[config.mk]
export PLATFORM = sky130hd
export DESIGN_NAME = servo_cmd_loader
export DESIGN_NICKNAME = d
export VERILOG_FILES = /design/src/rtl/servo_cmd_pkg.sv /design/src/rtl/servo_cmd_decode.sv /design/src/rtl/servo_cmd_route.sv /design/src/rtl/servo_cmd_seq.sv /design/src/rtl/servo_cmd_loader.sv
export SDC_FILE = /design/constraint.sdc
export NUM_CORES = 1
export LEC_CHECK = 0
export BUFFER_PORTS_ARGS = -buffer_cell sky130_fd_sc_hd__clkbuf_2
export CORE_MARGIN = 8
export CORE_UTILIZATION = 49
export CTS_CLUSTER_SIZE = 24
export DETAILED_ROUTE_END_ITERATION = 8
export HOLD_SLACK_MARGIN = 0.05
export PLACE_DENSITY = 0.87
export SKIP_CTS_REPAIR_TIMING = 1
export SYNTH_ARGS = -nofsm -noshare
export SYNTH_HDL_FRONTEND = slang
export SYNTH_SLANG_ARGS = --single-unit
[constraint.sdc]
create_clock -name clk -period 1.9 [get_ports clk]
set_input_delay 0.095 -clock clk [delete_from_list [all_inputs] [get_ports clk]]
set_output_delay 0.095 -clock clk [all_outputs]
set_load 0.1 [all_outputs]
[src/rtl/servo_cmd_pkg.sv]
package servo_cmd_pkg;
  typedef enum logic [1:0] {
    PK_STACK  = 2'd0,
    PK_WRADDR = 2'd1,
    PK_WRDEC  = 2'd2
  } pkind_t;
endpackage

[src/rtl/servo_cmd_decode.sv]
module servo_cmd_decode
  import servo_cmd_pkg::*;
#(
  parameter int          BYTE_W     = 8,
  parameter int          DEPTH      = 6,
  parameter logic [7:0]  OP_WRADDR  = 8'hA2,
  parameter logic [7:0]  OP_WRDEC   = 8'hD1
) (
  input  logic [BYTE_W-1:0]   head,
  output logic [BYTE_W/2-1:0] op,
  output logic [BYTE_W/2-1:0] cnt,
  output logic                err,
  output pkind_t              kind
);
  localparam int NIB = BYTE_W / 2;
  localparam logic [NIB-1:0] CNT_MAX = NIB'(DEPTH);

  always_comb begin
    op  = head[BYTE_W-1:NIB];
    err = head[NIB-1:0] > CNT_MAX;
    cnt = err ? CNT_MAX : head[NIB-1:0];
    if (head == OP_WRADDR)     kind = PK_WRADDR;
    else if (head == OP_WRDEC) kind = PK_WRDEC;
    else                       kind = PK_STACK;
  end
endmodule

[src/rtl/servo_cmd_route.sv]
module servo_cmd_route
  import servo_cmd_pkg::*;
#(
  parameter int         ADDR_W   = 8,
  parameter int         NIB      = 4,
  parameter logic [7:0] CMD_ADDR = 8'h31,
  parameter logic [7:0] DEC_ADDR = 8'h4D
) (
  input  pkind_t            kind,
  input  logic [NIB-1:0]    rem,
  input  logic [ADDR_W-1:0] sp,
  input  logic [ADDR_W-1:0] tgt,
  output logic [ADDR_W-1:0] addr,
  output logic              take_tgt,
  output logic              use_sp,
  output logic              hit_cmd
);
  logic is_second;

  always_comb begin
    is_second = (kind == PK_WRADDR) && (rem == NIB'(1));
    take_tgt  = (kind == PK_WRADDR) && (rem == NIB'(2));
    use_sp    = (kind != PK_WRDEC) && !is_second;
    if (kind == PK_WRDEC)  addr = ADDR_W'(DEC_ADDR);
    else if (is_second)    addr = tgt;
    else                   addr = sp;
    hit_cmd = (addr == ADDR_W'(CMD_ADDR));
  end
endmodule

[src/rtl/servo_cmd_seq.sv]
module servo_cmd_seq
  import servo_cmd_pkg::*;
#(
  parameter int         ADDR_W    = 8,
  parameter int         BYTE_W    = 8,
  parameter logic [7:0] STACK_TOP = 8'h30
) (
  input  logic                    clk,
  input  logic                    rst,
  input  logic                    in_valid,
  input  logic [BYTE_W-1:0]       in_byte,
  input  logic [BYTE_W/2-1:0]     d_op,
  input  logic [BYTE_W/2-1:0]     d_cnt,
  input  logic                    d_err,
  input  pkind_t                  d_kind,
  input  logic [ADDR_W-1:0]       r_addr,
  input  logic                    r_take_tgt,
  input  logic                    r_use_sp,
  input  logic                    r_hit_cmd,
  output pkind_t                  kind,
  output logic [BYTE_W/2-1:0]     rem,
  output logic [ADDR_W-1:0]       sp,
  output logic [ADDR_W-1:0]       tgt,
  output logic                    par_we,
  output logic [ADDR_W-1:0]       par_addr,
  output logic [BYTE_W-1:0]       par_wdata,
  output logic                    cnt_we,
  output logic [BYTE_W-1:0]       cnt_wdata,
  output logic                    cmd_ready,
  output logic                    rd_req,
  output logic [BYTE_W/2-1:0]     cmd_op,
  output logic                    cnt_err
);
  localparam int NIB = BYTE_W / 2;
  logic [NIB-1:0] op;
  logic [NIB-1:0] rem_nx;

  assign rem_nx = rem - NIB'(1);

  always_ff @(posedge clk) begin
    if (rst) begin
      rem       <= '0;
      op        <= '0;
      kind      <= PK_STACK;
      sp        <= ADDR_W'(STACK_TOP);
      tgt       <= '0;
      par_we    <= 1'b0;
      par_addr  <= '0;
      par_wdata <= '0;
      cnt_we    <= 1'b0;
      cnt_wdata <= '0;
      cmd_ready <= 1'b0;
      rd_req    <= 1'b0;
      cmd_op    <= '0;
      cnt_err   <= 1'b0;
    end else begin
      par_we    <= 1'b0;
      cnt_we    <= 1'b0;
      cmd_ready <= 1'b0;
      rd_req    <= 1'b0;
      cnt_err   <= 1'b0;
      if (in_valid) begin
        if (rem == '0) begin
          op        <= d_op;
          rem       <= d_cnt;
          kind      <= d_kind;
          sp        <= ADDR_W'(STACK_TOP);
          cnt_we    <= 1'b1;
          cnt_wdata <= {d_op, d_cnt};
          rd_req    <= (d_cnt == '0);
          cnt_err   <= d_err;
          cmd_op    <= d_op;
        end else begin
          rem       <= rem_nx;
          par_we    <= 1'b1;
          par_addr  <= r_addr;
          par_wdata <= in_byte;
          cnt_we    <= !r_hit_cmd;
          cnt_wdata <= {op, rem_nx};
          cmd_ready <= (rem_nx == '0);
          cmd_op    <= op;
          if (r_use_sp)   sp  <= sp - ADDR_W'(1);
          if (r_take_tgt) tgt <= in_byte[ADDR_W-1:0];
        end
      end
    end
  end
endmodule

[src/rtl/servo_cmd_loader.sv]
module servo_cmd_loader
  import servo_cmd_pkg::*;
#(
  parameter int         ADDR_W    = 8,
  parameter int         BYTE_W    = 8,
  parameter int         DEPTH     = 6,
  parameter logic [7:0] CMD_ADDR  = 8'h31,
  parameter logic [7:0] STACK_TOP = 8'h30,
  parameter logic [7:0] DEC_ADDR  = 8'h4D,
  parameter logic [7:0] OP_WRADDR = 8'hA2,
  parameter logic [7:0] OP_WRDEC  = 8'hD1
) (
  input  logic              clk,
  input  logic              rst,
  input  logic              in_valid,
  input  logic [7:0]        in_byte,
  output logic              par_we,
  output logic [7:0]        par_addr,
  output logic [7:0]        par_wdata,
  output logic              cnt_we,
  output logic [7:0]        cnt_wdata,
  output logic              cmd_ready,
  output logic              rd_req,
  output logic [3:0]        cmd_op,
  output logic              cnt_err
);
  localparam int NIB = BYTE_W / 2;

  logic [NIB-1:0]    d_op, d_cnt, rem;
  logic              d_err;
  pkind_t            d_kind, kind;
  logic [ADDR_W-1:0] sp, tgt, r_addr;
  logic              r_take_tgt, r_use_sp, r_hit_cmd;

  servo_cmd_decode #(
    .BYTE_W(BYTE_W), .DEPTH(DEPTH),
    .OP_WRADDR(OP_WRADDR), .OP_WRDEC(OP_WRDEC)
  ) u_dec (
    .head(in_byte), .op(d_op), .cnt(d_cnt), .err(d_err), .kind(d_kind)
  );

  servo_cmd_route #(
    .ADDR_W(ADDR_W), .NIB(NIB), .CMD_ADDR(CMD_ADDR), .DEC_ADDR(DEC_ADDR)
  ) u_route (
    .kind(kind), .rem(rem), .sp(sp), .tgt(tgt), .addr(r_addr),
    .take_tgt(r_take_tgt), .use_sp(r_use_sp), .hit_cmd(r_hit_cmd)
  );

  servo_cmd_seq #(
    .ADDR_W(ADDR_W), .BYTE_W(BYTE_W), .STACK_TOP(STACK_TOP)
  ) u_seq (
    .clk(clk), .rst(rst), .in_valid(in_valid), .in_byte(in_byte),
    .d_op(d_op), .d_cnt(d_cnt), .d_err(d_err), .d_kind(d_kind),
    .r_addr(r_addr), .r_take_tgt(r_take_tgt), .r_use_sp(r_use_sp),
    .r_hit_cmd(r_hit_cmd),
    .kind(kind), .rem(rem), .sp(sp), .tgt(tgt),
    .par_we(par_we), .par_addr(par_addr), .par_wdata(par_wdata),
    .cnt_we(cnt_we), .cnt_wdata(cnt_wdata), .cmd_ready(cmd_ready),
    .rd_req(rd_req), .cmd_op(cmd_op), .cnt_err(cnt_err)
  );
endmodule

==> impl_metrics.env, run 1 <==
export IMPL_ys_top_cells_by_count="dfxtp_1 (51), nand2_1 (49), a21oi_1 (27), nor2_1 (26), clkbuf_1 (11)"
export IMPL_routed_wl_mm=6.08
export IMPL_synth_area_sq_um=2340
export IMPL_die_h_microns=85.0
export IMPL_crit_path_cell_trace="or4_1 -> or3_4 -> or4_1 -> a21boi_1"
export IMPL_p_leak_nw=1.24
export IMPL_crit_path_frequent_cell="or4_1"
export IMPL_cpPeakStageDelay_ns=0.54
export IMPL_power_density_nw_per_um2=1050
export IMPL_crit_start="u_seq.sp[2]"
export IMPL_ios=44
export IMPL_drc=0
export IMPL_synth_edf_count=0
export IMPL_crit_slowest_cell="or4_1"
export IMPL_synthToLayoutAreaGrowth_pct=22.8
export IMPL_antenna_found_initial=0
export IMPL_n_fill_cell=397
export IMPL_nNetsFinal=346
export IMPL_drv_cap=0
export IMPL_cts_root_buffer="clkbuf_8"
export IMPL_drt_initial_drc_count=197
export IMPL_synth_top_cell_area_share=0.437
export IMPL_hold_ws_ns=0.0731
export IMPL_cts_max_path_buffers=2
export IMPL_num_antenna_cells=0
export IMPL_synth_seq_cells=51
export IMPL_htree_num_levels=2
export IMPL_worstSetupPathType="flip-flop to flip-flop"
export IMPL_place_inst=376
export IMPL_core_area_sq_um=4660
export IMPL_fmax_mhz=533
export IMPL_synth_area_leaders="dfxtp_1 (44%), nand2_1 (7.9%), a21oi_1 (5.8%), mux2i_1 (4.3%), nor2_1 (4.2%)"
export IMPL_worst_clock_skew_ns=0.0107
export IMPL_synth_seq_area_share=0.437
export IMPL_yosysMostFrequentCell="dfxtp_1"
export IMPL_critPathArrivalTime_ns=2.12
export IMPL_io_buffers=43
export IMPL_netlist_instances=280
export IMPL_grt_use_total=0.167
export IMPL_dieArea_sq_um=7230
export IMPL_drv_slew=0
export IMPL_critPathBufInv=0
export IMPL_tns_ns=0
export IMPL_syn_nets=296
export IMPL_clk_pin_slew_ns=0.10
export IMPL_fin_crit_sh=0.987
export IMPL_yosys_area_top_type="dfxtp_1"
export IMPL_start_util=0.501
export IMPL_std_cell_rows=25
export IMPL_tightest_slew_ns=0.641
export IMPL_dp_hpwl_mm=4.49
export IMPL_path_delay_family="simple AND/OR/NAND/NOR gates"
export IMPL_dieWidth_microns=85.0
export IMPL_wl_per_cell_microns=15.8
export IMPL_vdd_drop_max_mv=0.751
export IMPL_avgSynthCellArea_sq_um=8.34
export IMPL_dpl_cell_area_sq_um=2700
export IMPL_numCtsBuffers=5
export IMPL_critPathLaunchType="flip-flop"
export IMPL_yosys_cell_types_count=46
export IMPL_min_path_type="input pin to flip-flop"
export IMPL_drtPass1Iterations=4
export IMPL_cp_max_fo=2
export IMPL_rsz0062_at_grt="yes"
export IMPL_outcome="completed"
export IMPL_place_gp_congestion=0.903
export IMPL_grt_pass1_wl_mm=9.96
export IMPL_clock_sinks=51
export IMPL_stdcell_count=385
export IMPL_overflow=0
export IMPL_clk_latency_ns=0.31
export IMPL_ys_async_sr_fraction=0
export IMPL_grt_pass1_vias=2124
export IMPL_cts_tree="yes"
export IMPL_hold_viol=0
export IMPL_grt_max_degree=34
export IMPL_drive_above_1_share=0.266
export IMPL_worst_slew_margin_rel=0.572
export IMPL_min_from="in_byte[1]"
export IMPL_cp_end_kind="flip-flop"
export IMPL_synth_flop_cell="dfxtp_1"
export IMPL_required_ns=2.14
export IMPL_fin_area_sq_um=2870
export IMPL_ant_nets=0
export IMPL_vias_per_cell=5.76
export IMPL_r2r_start="u_seq.sp[2]"
export IMPL_finalSetupViolCount=0
export IMPL_yosys_warnings=0
export IMPL_period_needed_ns=1.87
export IMPL_vias=2217
path summary, 6_finish.rpt:
| kind | to | slack (ns) | depth (start not counted) |
|---|---|---|---|
| worst max register to register | u_seq.sp[7] | 0.03 | 4 |
| worst min register to register | u_seq.par_addr[7] | 0.46 | 2 |
| worst max-delay path | u_seq.sp[7] | 0.03 | 4 |
| worst min-delay path | u_seq.rd_req | 0.07 | 2 |
placed cells by master (no fill, tap or decap), types with 8 or more instances in the layout:
cell	count
nand2_1	48
clkbuf_2	43
o21ai_0	8
mux2i_1	10
nor2_1	26
dfxtp_1	47
buf_4	18
a21oi_1	27
metal layers:
layer | vias to the layer above | part of all wire | global-route usage
li1 | 1096 | - | -
met1 | 1031 | 0.43 | 0.200
met2 | 81 | 0.50 | 0.281
met3 | 9 | 0.055 | 0.0396
met4 | 0 | 0.014 | 0.0615
met5 | - | 0 | 0
logic make-up (layout without fill, tap and decap cells):
kind of cell	after synthesis	after routing	share of synthesized area
compound gates	64	64	0.175
xor+xnor	2	2	0.00750
fa+ha+maj	5	5	0.0268
buf+inv	26	77	0.0503
flops	51	51	0.437
mux	10	10	0.0429
simple gates	122	122	0.261
stage by stage:
step	worst slack, ns	total power, mW	util
floorplan	-0.0461	2.00	-
finish	0.0252	3.02	0.616
global placement	0.0185	2.21	0.579
global route	-0.0181	3.15	0.616
CTS	-0.0105	3.01	0.605
detailed placement	0.00205	2.22	0.579
power by group:
part	switching, mW	leakage, nW	internal, mW	total, mW
clock	0.364	0.0618	0.433	0.797
combinational	0.763	0.757	0.252	1.01
sequential	0.0586	0.419	1.15	1.21
total	1.19	1.24	1.83	3.02
final cells by class:
cell class	count	area, sq um	share of cell area
repair buffers	61	350	0.122
multi-input cells	203	1260	0.439
clock buffers	6	82.6	0.0288
inverters	8	35.0	0.0122
clock inverters	2	38.8	0.0135
well taps	54	67.6	0.0235
flip-flops and latches	51	1040	0.361
sequential cells by signal, summed over array words and instances, names as in the netlist, 2 cells and up:
signal,count
u_seq.cmd_op,4
u_seq.cnt_wdata,8
u_seq.kind,2
u_seq.par_addr,8
u_seq.par_wdata,8
u_seq.sp,8
u_seq.tgt,8
No activity file was read; power rests on OpenSTA's default activity.
==> inputs of run 2 (changes only) <==
- CORE_ASPECT_RATIO: unset -> 1.4
- clock period: 1.9 -> 1.6 ns (I/O delays scaled with it)
==> run 2 against run 1 <==
  * The run now ends with negative setup slack left
  * Wire length is 46% higher
  * Non-clock buffer count is 33 higher
  * Worst hold slack better by 0.0015 ns
  * Critical path type unchanged
==> impl_metrics.env, run 2 (synthesis results as in run 1) <==
export IMPL_finalSetupViolCount=39
export IMPL_htree_num_levels=2
export IMPL_period_needed_ns=1.88
export IMPL_cts_root_buffer="clkbuf_8"
export IMPL_clock_sinks=51
export IMPL_worstSetupPathType="flip-flop to flip-flop"
export IMPL_crit_slowest_cell="or4_4"
export IMPL_wl_per_cell_microns=20.7
export IMPL_tightest_slew_ns=0.561
export IMPL_power_density_nw_per_um2=1110
export IMPL_critPathLaunchType="flip-flop"
export IMPL_violations="negative setup slack"
export IMPL_vdd_drop_max_mv=0.850
export IMPL_grt_use_total=0.183
export IMPL_layout_commonest_cell="dfxtp_1"
export IMPL_place_gp_congestion=0.885
export IMPL_setup_slack_ns=-0.277
export IMPL_worst_slew_margin_rel=0.628
export IMPL_dpl_cell_area_sq_um=2900
export IMPL_reg2reg_slack_ns=-0.28
export IMPL_synthToLayoutAreaGrowth_pct=50.8
export IMPL_dp_hpwl_mm=4.84
export IMPL_fin_crit_sh=1.17
export IMPL_clk_pin_slew_ns=0.10
export IMPL_drt_initial_drc_count=226
export IMPL_drive_above_1_share=0.465
export IMPL_hold_viol=0
export IMPL_fmax_mhz=533
export IMPL_core_area_sq_um=4570
export IMPL_io_buffers=43
export IMPL_final_cell_mix="dfxtp_1 (46), clkbuf_2 (43), nand2_1 (36)"
export IMPL_worst_clock_skew_ns=0.00390
export IMPL_grt_max_degree=21
export IMPL_stdcell_count=430
export IMPL_rsz0062_at_grt="yes"
export IMPL_required_ns=1.85
export IMPL_outcome="finished with violations"
export IMPL_dp_slack_ns=-0.234
export IMPL_place_inst=404
export IMPL_path_delay_family="simple AND/OR/NAND/NOR gates"
export IMPL_nNetsFinal=383
export IMPL_std_cell_rows=29
export IMPL_drv_slew=0
export IMPL_grt_pass1_wl_mm=10.7
export IMPL_cpPeakStageDelay_ns=0.53
export IMPL_start_util=0.511
export IMPL_die_h_microns=97.7
export IMPL_numCtsBuffers=5
export IMPL_num_antenna_cells=0
export IMPL_drc=0
export IMPL_cp_end_kind="flip-flop"
export IMPL_ios=44
export IMPL_routed_wl_mm=8.90
export IMPL_grt_pass1_vias=2352
export IMPL_vias=2650
export IMPL_min_path_type="input pin to flip-flop"
export IMPL_fin_area_sq_um=3520
export IMPL_p_leak_nw=1.50
export IMPL_ant_nets=0
export IMPL_cts_tree="yes"
export IMPL_n_fill_cell=289
export IMPL_drtPass1Iterations=6
export IMPL_cts_max_path_buffers=2
export IMPL_cp_max_fo=2
export IMPL_overflow=0
export IMPL_antenna_found_initial=0
export IMPL_crit_path_frequent_cell="or4_4"
export IMPL_critPathArrivalTime_ns=2.13
export IMPL_drv_cap=0
export IMPL_dieWidth_microns=74.4
export IMPL_clk_latency_ns=0.31
export IMPL_vias_per_cell=6.16
export IMPL_dieArea_sq_um=7260
export IMPL_crit_path_cell_trace="or4_4 -> or3_4 -> or4_4 -> a21boi_1"
export IMPL_critPathBufInv=0
==> run 2: changes by cell type in the layout (fill, tap and decap cells not counted), sizes merged <==
cell and delta:
buf +33, nand2 +3, a21o +1, bufinv -1, clkbuf -1, clkinv +1, inv +1
==> run 2: final timing paths <==
kind                          start                end  cells past startpoint
setup / recovery        u_seq.sp[2]        u_seq.sp[7]                      4
hold / removal           in_byte[4]    u_seq.cmd_op[0]                      3
setup reg to reg        u_seq.sp[2]        u_seq.sp[7]                      4
hold reg to reg   u_seq.par_addr[6]  u_seq.par_addr[6]                      2
==> run 2: where the power goes <==
group | leakage [nW] | internal, mW | switching, mW
clock | 0.0489 | 0.317 | 0.465
combinational | 1.03 | 0.542 | 1.15
sequential | 0.420 | 1.36 | 0.0751
==> run 2: stage by stage <==
stage / power [mW] / setup TNS, ns / util / hold WS (ns)
floorplan: 2.40 / -6.33 / - / 0.157
global placement: 2.70 / -1.87 / 0.634 / 0.375
detailed placement: 2.74 / -2.73 / 0.634 / 0.376
CTS: 3.50 / -3.79 / 0.654 / 0.0435
global route: 4.04 / -5.97 / 0.770 / 0.0783
finish: 3.92 / -4.83 / 0.770 / 0.0746
==> run 2: cell type report <==
| type | instances | area (sq um) | share of cell area |
|---|---|---|---|
| multi-input combinational | 207 | 1600 | 0.455 |
| clock buffer | 5 | 68.8 | 0.0195 |
| sequential | 51 | 1040 | 0.294 |
| inverter | 8 | 35.0 | 0.00995 |
| tap | 62 | 77.6 | 0.0220 |
| clock inverter | 3 | 22.5 | 0.00639 |
| timing repair buffer | 94 | 679 | 0.193 |
==> run 2: layer usage <==
layer / part of all wire / track usage / wire length (microns) / up-vias
met2: 0.52 / 0.334 / 4670 / 158
li1: - / - / - / 1177
met3: 0.064 / 0.0269 / 567 / 46
met1: 0.36 / 0.194 / 3220 / 1269
met4: 0.049 / 0.0818 / 435 / 0
met5: 0 / 0 / 0 / -
==> run 2: worst register-to-register path, cell delays in order, from the launching register on <==
cell,delay [ns]
dfxtp_1,0.33
or4_4,0.53
or3_4,0.35
or4_4,0.47
a21boi_1,0.14
==> inputs of run 3 (changes only) <==
- CORE_UTILIZATION: 49 -> 50
- SYNTH_HIERARCHICAL: unset -> 1
==> run 3 against run 2 <==
  * The run still ends with negative setup slack left
  * Worst hold slack better by 0.0057 ns
  * Clock skew is 0.0046 ns higher
  * Wire length is 0.71% lower
  * Synthesized cell count is 7.9% higher
  * Maximum frequency is 5.5% higher
  * Sequential cell count stayed put
  * Combinational power is 14% higher
  * Final cell count is 1.9% higher
  * Critical path type unchanged
  * Highest routed layer unchanged
==> impl_metrics.env, run 3 <==
export IMPL_hold_viol=0
export IMPL_dp_slack_ns=-0.129
export IMPL_std_cell_rows=31
export IMPL_place_gp_congestion=0.875
export IMPL_drc=0
export IMPL_overflow=0
export IMPL_ios=44
export IMPL_ys_top_cells_by_count="dfxtp_1 (51), nand3_1 (34), a21oi_1 (27), o21ai_0 (24), inv_1 (15)"
export IMPL_dieWidth_microns=77.4
export IMPL_power_density_nw_per_um2=1210
export IMPL_synth_edf_count=0
export IMPL_drv_cap=0
export IMPL_io_buffers=43
export IMPL_dieArea_sq_um=7890
export IMPL_met3_usage=0.0273
export IMPL_worst_clock_skew_ns=0.00849
export IMPL_worstSetupPathType="flip-flop to flip-flop"
export IMPL_synth_compound_area_frac=0.240
export IMPL_vias=2825
export IMPL_yosys_cell_types_count=58
export IMPL_finalPower_mw=4.42
export IMPL_grt_busiest_layer="met2"
export IMPL_min_path_type="input pin to flip-flop"
export IMPL_routed_wl_mm=8.84
export IMPL_drive_above_1_share=0.433
export IMPL_start_util=0.515
export IMPL_synthToLayoutAreaGrowth_pct=38.2
export IMPL_dp_hpwl_mm=5.31
export IMPL_p_leak_nw=1.42
export IMPL_grt_max_degree=25
export IMPL_cp_max_fo=5
export IMPL_vias_per_cell=6.45
export IMPL_tns_ns=-3.55
export IMPL_critPathLaunchType="flip-flop"
export IMPL_rr_worst_depth=7
export IMPL_violations="negative setup slack"
export IMPL_outcome="finished with violations"
export IMPL_drv_slew=0
export IMPL_critPathArrivalTime_ns=1.97
export IMPL_synth_fa_ha_area_frac=0.0142
export IMPL_synth_xor_area_share=0.00664
export IMPL_met1_usage=0.209
export IMPL_required_ns=1.79
export IMPL_cts_root_buffer="clkbuf_8"
export IMPL_die_h_microns=102
export IMPL_wl_per_cell_microns=20.2
export IMPL_cp_end_kind="flip-flop"
export IMPL_yosys_area_top_type="dfxtp_1"
export IMPL_grt_pass1_vias=2603
export IMPL_netlist_instances=302
export IMPL_synth_seq_area_share=0.387
export IMPL_finalSetupViolCount=39
export IMPL_antenna_found_initial=0
export IMPL_synth_area_leaders="dfxtp_1 (39%), nand3_1 (6.4%), a21oi_1 (5.1%), o21ai_0 (4.6%), a311oi_1 (4.0%)"
export IMPL_use_met2=0.342
export IMPL_clk_pin_slew_ns=0.10
export IMPL_drt_initial_drc_count=296
export IMPL_yosys_warnings=6
export IMPL_core_area_sq_um=5120
export IMPL_syn_nets=316
export IMPL_cts_max_path_buffers=2
export IMPL_n_fill_cell=365
export IMPL_hold_path_cell_count=2
export IMPL_num_antenna_cells=0
export IMPL_clock_sinks=51
export IMPL_period_needed_ns=1.78
export IMPL_yosys_area_share_simple=0.236
export IMPL_synth_top_cell_area_share=0.387
export IMPL_final_cell_mix="dfxtp_1 (45), clkbuf_2 (43), buf_4 (34)"
export IMPL_synth_top_family_by_area="compound AO/OA/AOI/OAI gates"
export IMPL_rsz0062_at_grt="yes"
export IMPL_grt_use_total=0.188
export IMPL_numCtsBuffers=5
export IMPL_hold_ws_ns=0.0803
export IMPL_cts_tree="yes"
export IMPL_layout_commonest_cell="dfxtp_1"
export IMPL_nNetsFinal=385
export IMPL_ys_async_sr_fraction=0
export IMPL_clk_latency_ns=0.31
export IMPL_synth_area_sq_um=2640
export IMPL_synth_flop_cell="dfxtp_1"
export IMPL_drtPass1Iterations=5
export IMPL_htree_num_levels=2
export IMPL_grt_pass1_wl_mm=12.4
export IMPL_worst_slew_margin_rel=0.574
export IMPL_fmax_mhz=562
export IMPL_avgSynthCellArea_sq_um=8.74
export IMPL_tightest_slew_ns=0.639
export IMPL_synth_mux_area_frac=0.0194
export IMPL_setup_slack_ns=-0.178
export IMPL_yosysMostFrequentCell="dfxtp_1"
export IMPL_synth_seq_cells=51
export IMPL_vdd_drop_max_mv=0.994
export IMPL_ant_nets=0
export IMPL_fin_crit_sh=1.11
==> run 3: cell types whose count changed after synthesis, sizes merged, moves of 6 or more <==
cell | previous run | this run
nand2 | 49 | 14
nand3 | 6 | 34
buf | 7 | 24
nor2 | 26 | 10
o21ai | 8 | 24
a31o | 1 | 9
inv | 8 | 15
a22o | 0 | 6
a311oi | 6 | 12
mux2i | 10 | 4
==> run 3: final timing paths <==
kind / from / to / slack, ns
min reg2reg: u_seq/par_wdata[3] / u_seq/par_wdata[3] / 0.48
min: in_byte[2] / u_seq/tgt[2] / 0.08
max: u_seq/rem[2] / u_seq/par_addr[6] / -0.18
max reg2reg: u_seq/rem[2] / u_seq/par_addr[6] / -0.18
==> run 3: power breakdown <==
group / internal, mW / switching [mW]
clock: 0.572 / 0.459
combinational: 0.661 / 1.28
sequential: 1.38 / 0.0758
==> run 3: layer usage <==
metal,vias to the layer above,part of all wire
met5,-,0
met4,0,0.044
met3,41,0.075
met2,202,0.52
met1,1337,0.36
li1,1245,-
==> run 3: logic make-up after synthesis <==
| group | after synthesis |
|---|---|
| xor gates and xnor gates | 2 |
| adders and majority gates | 3 |
| other | 1 |
| AOI/OAI and AO/OA | 92 |
| and+or+nand+nor | 100 |
| buffers and inverters | 48 |
| DFF | 51 |
| muxes | 5 |
==> run 3: worst max-delay path: stages (launching register included) <==
cell and delay, ns:
dfxtp_4 0.36, or4b_4 0.59, buf_6 0.17, buf_4 0.13
o21ai_2 0.13, nand3_2 0.12, nand3_2 0.11, a21oi_2 0.05
==> run 3: final cells by class <==
type	instances	area [sq um]	area share
Clock buffer	6	93.8	0.0257
Clock inverter	2	41.3	0.0113
Sequential cell	51	1040	0.285
Multi-Input combinational cell	203	1630	0.446
Timing Repair Buffer	94	698	0.191
Inverter	16	65.1	0.0178
Tap cell	66	82.6	0.0226
==> run 3: stage by stage <==
stage                      util  area, sq um  cells
after floorplan               -         2740    302
after global placement    0.614         3140    419
after detailed placement  0.614         3140    419
after CTS                 0.640         3280    427
after global routing      0.712         3650    438
final                     0.712         3650    438
